<file path="src/rtl/burst_pkg.sv">
package burst_pkg;

  // Strobes from the control decoder to the address datapath
  typedef struct packed {
    logic load;   // capture external address
    logic step;   // move to next burst word
  } burstCtl_t;

endpackage

</file>
<file path="src/rtl/burst_ctrl.sv">
module burst_ctrl
  import burst_pkg::*;
(
  input  logic      procStrobeN,
  input  logic      ctrlStrobeN,
  input  logic      advanceN,
  output burstCtl_t ctl
);

  logic anyStrobe;

  always_comb begin
    anyStrobe = ~procStrobeN | ~ctrlStrobeN;
    ctl.load  = anyStrobe;
    // advance only counts when no strobe starts a new cycle
    ctl.step  = ~anyStrobe & ~advanceN;
  end

endmodule

</file>
<file path="src/rtl/burst_order.sv">
module burst_order #(
  parameter int WRAP_W = 2
) (
  input  logic [WRAP_W-1:0] startLow,
  input  logic [WRAP_W-1:0] beat,
  input  logic              interleave,
  output logic [WRAP_W-1:0] lowBits
);

  logic [WRAP_W-1:0] xorBits;
  logic [WRAP_W-1:0] sumBits;

  always_comb begin
    xorBits = startLow ^ beat;
    sumBits = startLow + beat;   // wraps modulo 2**WRAP_W
    lowBits = interleave ? xorBits : sumBits;
  end

endmodule

</file>
<file path="src/rtl/burst_datapath.sv">
module burst_datapath
  import burst_pkg::*;
#(
  parameter int ADDR_W = 16,
  parameter int WRAP_W = 2
) (
  input  logic              clk,
  input  logic              rstN,
  input  burstCtl_t         ctl,
  input  logic              interleave,
  input  logic [ADDR_W-1:0] extAddr,
  output logic [ADDR_W-1:0] curAddr
);

  localparam int UPPER_W = ADDR_W - WRAP_W;

  logic [WRAP_W-1:0]  startLow;
  logic [WRAP_W-1:0]  beatCnt;
  logic [WRAP_W-1:0]  nextBeat;
  logic [WRAP_W-1:0]  nextLow;
  logic [UPPER_W-1:0] upperReg;
  logic [WRAP_W-1:0]  lowReg;

  assign nextBeat = beatCnt + 1'b1;

  burst_order #(.WRAP_W(WRAP_W)) u_order (
    .startLow  (startLow),
    .beat      (nextBeat),
    .interleave(interleave),
    .lowBits   (nextLow)
  );

  always_ff @(posedge clk) begin
    if (!rstN) begin
      upperReg <= '0;
      lowReg   <= '0;
      startLow <= '0;
      beatCnt  <= '0;
    end else if (ctl.load) begin
      upperReg <= extAddr[ADDR_W-1:WRAP_W];
      lowReg   <= extAddr[WRAP_W-1:0];
      startLow <= extAddr[WRAP_W-1:0];
      beatCnt  <= '0;
    end else if (ctl.step) begin
      lowReg   <= nextLow;
      beatCnt  <= nextBeat;
    end
  end

  assign curAddr = {upperReg, lowReg};

endmodule

</file>
<file path="src/rtl/burst_addr_gen.sv">
module burst_addr_gen
  import burst_pkg::*;
#(
  parameter int ADDR_W = 16,
  parameter int WRAP_W = 2
) (
  input  logic              clk,
  input  logic              rstN,
  input  logic              procStrobeN,
  input  logic              ctrlStrobeN,
  input  logic              advanceN,
  input  logic              interleave,
  input  logic [ADDR_W-1:0] extAddr,
  output logic [ADDR_W-1:0] curAddr
);

  burstCtl_t ctl;

  burst_ctrl u_ctrl (
    .procStrobeN(procStrobeN),
    .ctrlStrobeN(ctrlStrobeN),
    .advanceN   (advanceN),
    .ctl        (ctl)
  );

  burst_datapath #(.ADDR_W(ADDR_W), .WRAP_W(WRAP_W)) u_dp (
    .clk       (clk),
    .rstN      (rstN),
    .ctl       (ctl),
    .interleave(interleave),
    .extAddr   (extAddr),
    .curAddr   (curAddr)
  );

endmodule

</file>
<file path="config.mk">
export PLATFORM = sky130hd
export DESIGN_NAME = burst_addr_gen
export DESIGN_NICKNAME = d
export VERILOG_FILES = /design/src/rtl/burst_pkg.sv /design/src/rtl/burst_ctrl.sv /design/src/rtl/burst_order.sv /design/src/rtl/burst_datapath.sv /design/src/rtl/burst_addr_gen.sv
export SDC_FILE = /design/constraint.sdc
export NUM_CORES = 1
export LEC_CHECK = 0
export BUFFER_PORTS_ARGS = -buffer_cell sky130_fd_sc_hd__buf_2
export CAP_MARGIN = 10
export CELL_PAD_IN_SITES_DETAIL_PLACEMENT = 0
export CELL_PAD_IN_SITES_GLOBAL_PLACEMENT = 2
export CORE_AREA = 2 2 70 59
export CTS_CLUSTER_DIAMETER = 30
export DETAILED_ROUTE_END_ITERATION = 10
export DIE_AREA = 0 0 72 61
export GPL_ROUTABILITY_DRIVEN = 0
export HOLD_SLACK_MARGIN = 0.15
export PLACE_DENSITY_LB_ADDON = 0.08
export SKIP_CTS_REPAIR_TIMING = 1
export SLEW_MARGIN = 20
export SYNTH_ARGS = -nofsm -noshare
export SYNTH_HDL_FRONTEND = slang
export SYNTH_HIERARCHICAL = 1
export SYNTH_SLANG_ARGS = --single-unit
export TNS_END_PERCENT = 100
</file>
<file path="constraint.sdc">
create_clock -name clk -period 1.3 [get_ports clk]
set_input_delay 0.195 -clock clk [delete_from_list [all_inputs] [get_ports clk]]
set_output_delay 0.195 -clock clk [all_outputs]
set_load 0.01 [all_outputs]
</file>
# ---- Yosys cells after proc, flatten, opt, wreduce, memory -nomap -nowiden
# Index checks and enable logic that the tools add are counted.
dict set report classes {
  add_sub_neg 2
  muxes 3
  n_bitwise 8
  n_reduce_logical 2
}
# operator count
set ops {}
lappend ops {{two-way mux 2 bit} 3}
lappend ops {{NOT 1 bit} 5}
lappend ops {{adder 2 x 1 -> 2 bit (second input constant)} 1}
lappend ops {{adder 2 bit} 1}
lappend ops {{nonzero test 2 bit} 1}
lappend ops {{OR reduction 2 bit} 1}
lappend ops {{bitwise XOR 2 bit} 1}
lappend ops {{AND 1 bit} 1}
lappend ops {{OR 1 bit} 1}
dict set report totals {
  reg_bits 20
  input_bits 22
  out_inout_bits 16
  wordCells 19
}

# ---- Depth between registers and ports, before layout
dict set report depth {
  word_depth 6
  ltp_mapped 6
  ltp_nobuf 6
}

# ---- Cells and area by module
# Netlist, hierarchy kept.
# module n_inst cells_each area_per_inst_um2 seq_area_each_um2
set modules_own_cells {}
lappend modules_own_cells {burst_datapath 1 69 789.5 400.4}
lappend modules_own_cells {burst_order 1 4 36.3 0.0}
lappend modules_own_cells {burst_ctrl 1 3 20.0 0.0}

# ---- Worst setup path after synthesis
# OpenSTA, ideal clock, no wires.
dict set report synth_path {
  path_type {flip-flop to flip-flop}
  startpoint {register u_dp.beatCnt[0]}
  endpoint {register u_dp.lowReg[1]}
  setup_time_ns 0.116
  t_arrival_ns 1.305
  t_required_ns 1.184
  path_slack_ns -0.121
  path_stages_with_launch 7
  path_buffers 0
  synth_period_minus_slack_ns 1.421
  path_cell_list {dfxtp_1 -> inv_1 -> ha_1 -> nor2b_1 -> xnor2_1 -> mux2_1 -> o211a_1}
}
dict set report synth_via {
  elab_chain_len 5
}
# element line
set synth_rtl {}
lappend synth_rtl {{start: declaration} burst_datapath.sv:18} ;# logic [WRAP_W-1:0] beatCnt;
lappend synth_rtl {{start signal: assignment} burst_datapath.sv:46} ;# beatCnt <= nextBeat;
lappend synth_rtl {{adder 2 x 1 -> 2 bit} burst_datapath.sv:24} ;# assign nextBeat = beatCnt + 1'b1;
lappend synth_rtl {{named net u_dp.nextBeat[0]} burst_datapath.sv:19} ;# logic [WRAP_W-1:0] nextBeat;
lappend synth_rtl {{adder 2 bit} burst_order.sv:15} ;# sumBits = startLow + beat;
lappend synth_rtl {{two-way mux 2 bit} burst_order.sv:16} ;# lowBits = interleave ? xorBits : sumBits;
lappend synth_rtl {{named net u_dp.nextLow[1]} burst_datapath.sv:20} ;# logic [WRAP_W-1:0] nextLow;
lappend synth_rtl {{two-way mux 2 bit} burst_datapath.sv:44} ;# end else if (ctl.step) begin
lappend synth_rtl {{two-way mux 2 bit} burst_datapath.sv:39} ;# end else if (ctl.load) begin
lappend synth_rtl {{end signal: assignment} burst_datapath.sv:41} ;# lowReg <= extAddr[WRAP_W-1:0];
lappend synth_rtl {{end signal: assignment} burst_datapath.sv:45} ;# lowReg <= nextLow;
lappend synth_rtl {{end: declaration} burst_datapath.sv:22} ;# logic [WRAP_W-1:0] lowReg;
# The timed path passes the listed nets, and every way through them passes these cells. The select of a mux whose other input is x is not followed.
# A chain may end at the register's enable or synchronous reset.

# ---- Worst setup path after layout
dict set report layout_path {
  startpoint {register u_dp.beatCnt[0]}
  endpoint {register u_dp.lowReg[1]}
}
dict set report layout_via {
  elab_chain_len 5
}
# element line
set layout_rtl {}
lappend layout_rtl {{adder 2 x 1 -> 2 bit *} burst_datapath.sv:24}
lappend layout_rtl {{named net u_dp.nextBeat[1]} burst_datapath.sv:19}
lappend layout_rtl {{adder 2 bit / bitwise XOR 2 bit (equally long branches)} {burst_order.sv:15, burst_order.sv:14}}
lappend layout_rtl {{two-way mux 2 bit *} burst_order.sv:16}
lappend layout_rtl {{named net u_dp.nextLow[1]} burst_datapath.sv:20}
lappend layout_rtl {{two-way mux 2 bit *} burst_datapath.sv:44}
lappend layout_rtl {{two-way mux 2 bit *} burst_datapath.sv:39}
# The timed path passes the listed nets; every way through them passes the cells marked *. The select of a mux whose other input is x is not followed.

==> flow_metrics.py <==
metrics = {
    "logic_synthesis": {
        "yosysMostFrequentCell": "dfxtp_1",
        "synth_nets": 99,
        "yosys.area.top_type_share_pct": 47.3,
        "avgSynthCellArea_sq_um": 11.1,
        "ys_seq_area_share_pct": 47.3,
        "ys_warn_count": 6,
        "synth_area_leaders": "dfxtp_1 (47%), mux2i_1 (19%), nor2b_1 (13%), xnor2_1 (3.1%), buf_4 (2.7%)",
        "synth_edf_count": 0,
        "ys_top_cells_by_count": "dfxtp_1 (20), nor2b_1 (17), mux2i_1 (16)",
        "ys_ff_latch": 20,
        "synth_cells": 76,
        "synth_cell_types": 18,
        "syn_area_sq_um": 846,
        "synthFlopType": "dfxtp_1",
        "synth_top_area_cell": "dfxtp_1",
        "synth_async_sr_flop_share_pct": 0,
    },
    "die": {
        "initial_core_util_pct": 23.0,
        "dieArea_sq_um": 4390,
        "die_h_um": 61,
        "die_width_um": 72,
        "rows": 20,
        "io_pins": 38,
        "coreArea_sq_um": 3680,
    },
    "setup_path": {
        "required_ns": 1.46,
        "crit_buf_inv": 0,
        "cpMostUsedCell": "xnor2_1",
        "slowest_stage": "dfxtp_4",
        "crit_type": "register to register",
        "slowest_delay_ns": 0.36,
        "start_kind": "register",
        "worstPathMaxFanout": 3,
        "critPathArrivalTime_ns": 1.52,
        "endpoint_kind": "register",
        "cp_cell_sequence": "xor2_2 > xnor2_1 > xnor2_1 > mux2_4 > o211a_1",
        "cp_top_family": "XOR/XNOR gates",
    },
    "cells_and_area": {
        "num_antenna_cells": 0,
        "area.growth.synth_to_final_pct": 38.3,
        "drive_gt1_share_pct": 45.3,
        "nets": 141,
        "layoutNonFillerInstCount": 161,
    },
    "sta": {
        "setup_viol_count_final": 1,
        "hold_violations": 0,
        "fmax_mhz": 735,
        "tightest_slew_ns": 0.331,
        "tns_ns": -0.0607,
        "period_share_pct": 105,
        "maxSlewViolCount": 0,
        "finalClockSkew_ns": 0.00196,
        "finalCriticalPeriod_ns": 1.36,
        "rsz0062_at_grt": "yes",
        "fin_ws_ns": -0.0607,
        "hold_slack_ns": 0.190,
        "relSlewSlack_pct": 77.9,
    },
    "pwr": {
        "peakVddDrop_v": 0.000588,
        "power_leakage_nw": 0.616,
        "powerDensity_nw_per_um2": 1150,
    },
    "clocking": {
        "cts_tree": "yes",
        "clock-sinks": 20,
        "cts_max_path_buffers": 2,
        "numCtsBuffers": 3,
        "path_clk_slew_ns": 0.08,
        "htreeDepth": 1,
        "root_buffer": "clkbuf_8",
        "worstSkewPairLatency_ns": 0.26,
    },
    "route": {
        "drcViolationCount": 0,
        "ant_nets": 0,
        "first_iter_violations": 8,
        "finalWirelength_mm": 1.80,
        "post_drt_wl_per_cell_um": 11.2,
        "vias": 647,
        "dr.pass1.iters": 4,
        "viasPerCell": 4.02,
    },
    "global_route": {
        "grt_first_pass_wirelength_mm": 2.73,
        "grt_max_degree": 20,
        "antenna_found_initial": 0,
        "grt_usage_pct": 8.42,
        "grt_pass1_vias": 577,
        "grt_overflow_total": 0,
    },
    "outcome": {
        "status": "complete, but fails checks",
        "violations": "setup timing",
    },
    "run": {
        "max-cap-violations": 0,
    },
    "placed_design": {
        "post-place-cells": 157,
        "portBuffers": 37,
        "dpl.hpwl_mm": 1.30,
    },
    "worst_hold_path": {
        "hold_class": "input port to register",
    },
}
==> cells in the final DEF, fill, tap and decap left out, types with 2 or more instances in the layout <==
cell type / instances
buf_2: 37
dfxtp_1: 18
mux2i_1: 16
nor2b_1: 16
clkbuf_8: 4
buf_4: 4
nand2b_1: 3
xnor2_1: 3
o211a_1: 2
==> metal layers <==
layer | track usage, % | part of all wire (%)
met1 | 11.0 | 48
met2 | 12.4 | 44
met3 | 3.99 | 7.4
met4 | 2.43 | 0.83
met5 | 0 | 0
==> path summary, 6_finish.rpt <==
check	endpoint	cells past startpoint	from	slack (ns)
max	u_dp/lowReg[1]	5	u_dp/beatCnt[0]	-0.06
min reg2reg	u_dp/upperReg[10]	2	u_dp/upperReg[10]	0.52
min	u_dp/upperReg[7]	3	extAddr[9]	0.19
max reg2reg	u_dp/lowReg[1]	5	u_dp/beatCnt[0]	-0.06
==> area by class of cell <==
class	instances	area, sq um
inverter	1	3.75
sequential	20	405
fill	381	2510
clock buffer	4	55.1
tap	44	55.1
multi-input combinational	51	435
timing repair buffer	41	215
==> registers in the layout, summed over array words and instances, names as in the netlist <==
name and flops:
u_dp/startLow 2, u_dp/upperReg 14, u_dp/beatCnt 2, u_dp/lowReg 2
==> power breakdown <==
| part | internal, W | total (W) | switching (W) | leakage [nW] |
|---|---|---|---|---|
| clock | 0.000270 | 0.000481 | 0.000212 | 0.0288 |
| combinational | 0.000107 | 0.000195 | 0.0000882 | 0.420 |
| sequential | 0.000647 | 0.000665 | 0.0000177 | 0.167 |
| total | 0.00102 | 0.00134 | 0.000318 | 0.616 |
==> cell families (layout without fill, tap and decap cells) <==
group / count (synthesis) / after routing / synth area share [%]
xor gates and xnor gates: 4 / 4 / 4.14
AOI/OAI and AO/OA: 4 / 4 / 4.14
buffers and inverters: 5 / 46 / 3.70
and+or+nand+nor: 24 / 24 / 17.6
DFF: 20 / 20 / 47.3
adders and majority gates: 1 / 1 / 1.48
muxes: 18 / 18 / 21.6
==> stage by stage <==
step / total power, W / util, % / cell area, sq um / setup slack [ns]
after floorplan: 0.000794 / - / 863 / -0.00135
after global routing: 0.00141 / 31.8 / 1170 / -0.125
after CTS: 0.00136 / 31.6 / 1160 / -0.0618
after detailed placement: 0.000878 / 30.1 / 1110 / -0.0500
after global placement: 0.000875 / 30.1 / 1110 / -0.0128
final: 0.00134 / 31.8 / 1170 / -0.0607
==> worst register-to-register path: stages (launching register included) <==
cell and delay [ns]:
dfxtp_4 0.36, xor2_2 0.17, xnor2_1 0.13, xnor2_1 0.14
mux2_4 0.26, o211a_1 0.20
Power figures use the tool's default switching activity.
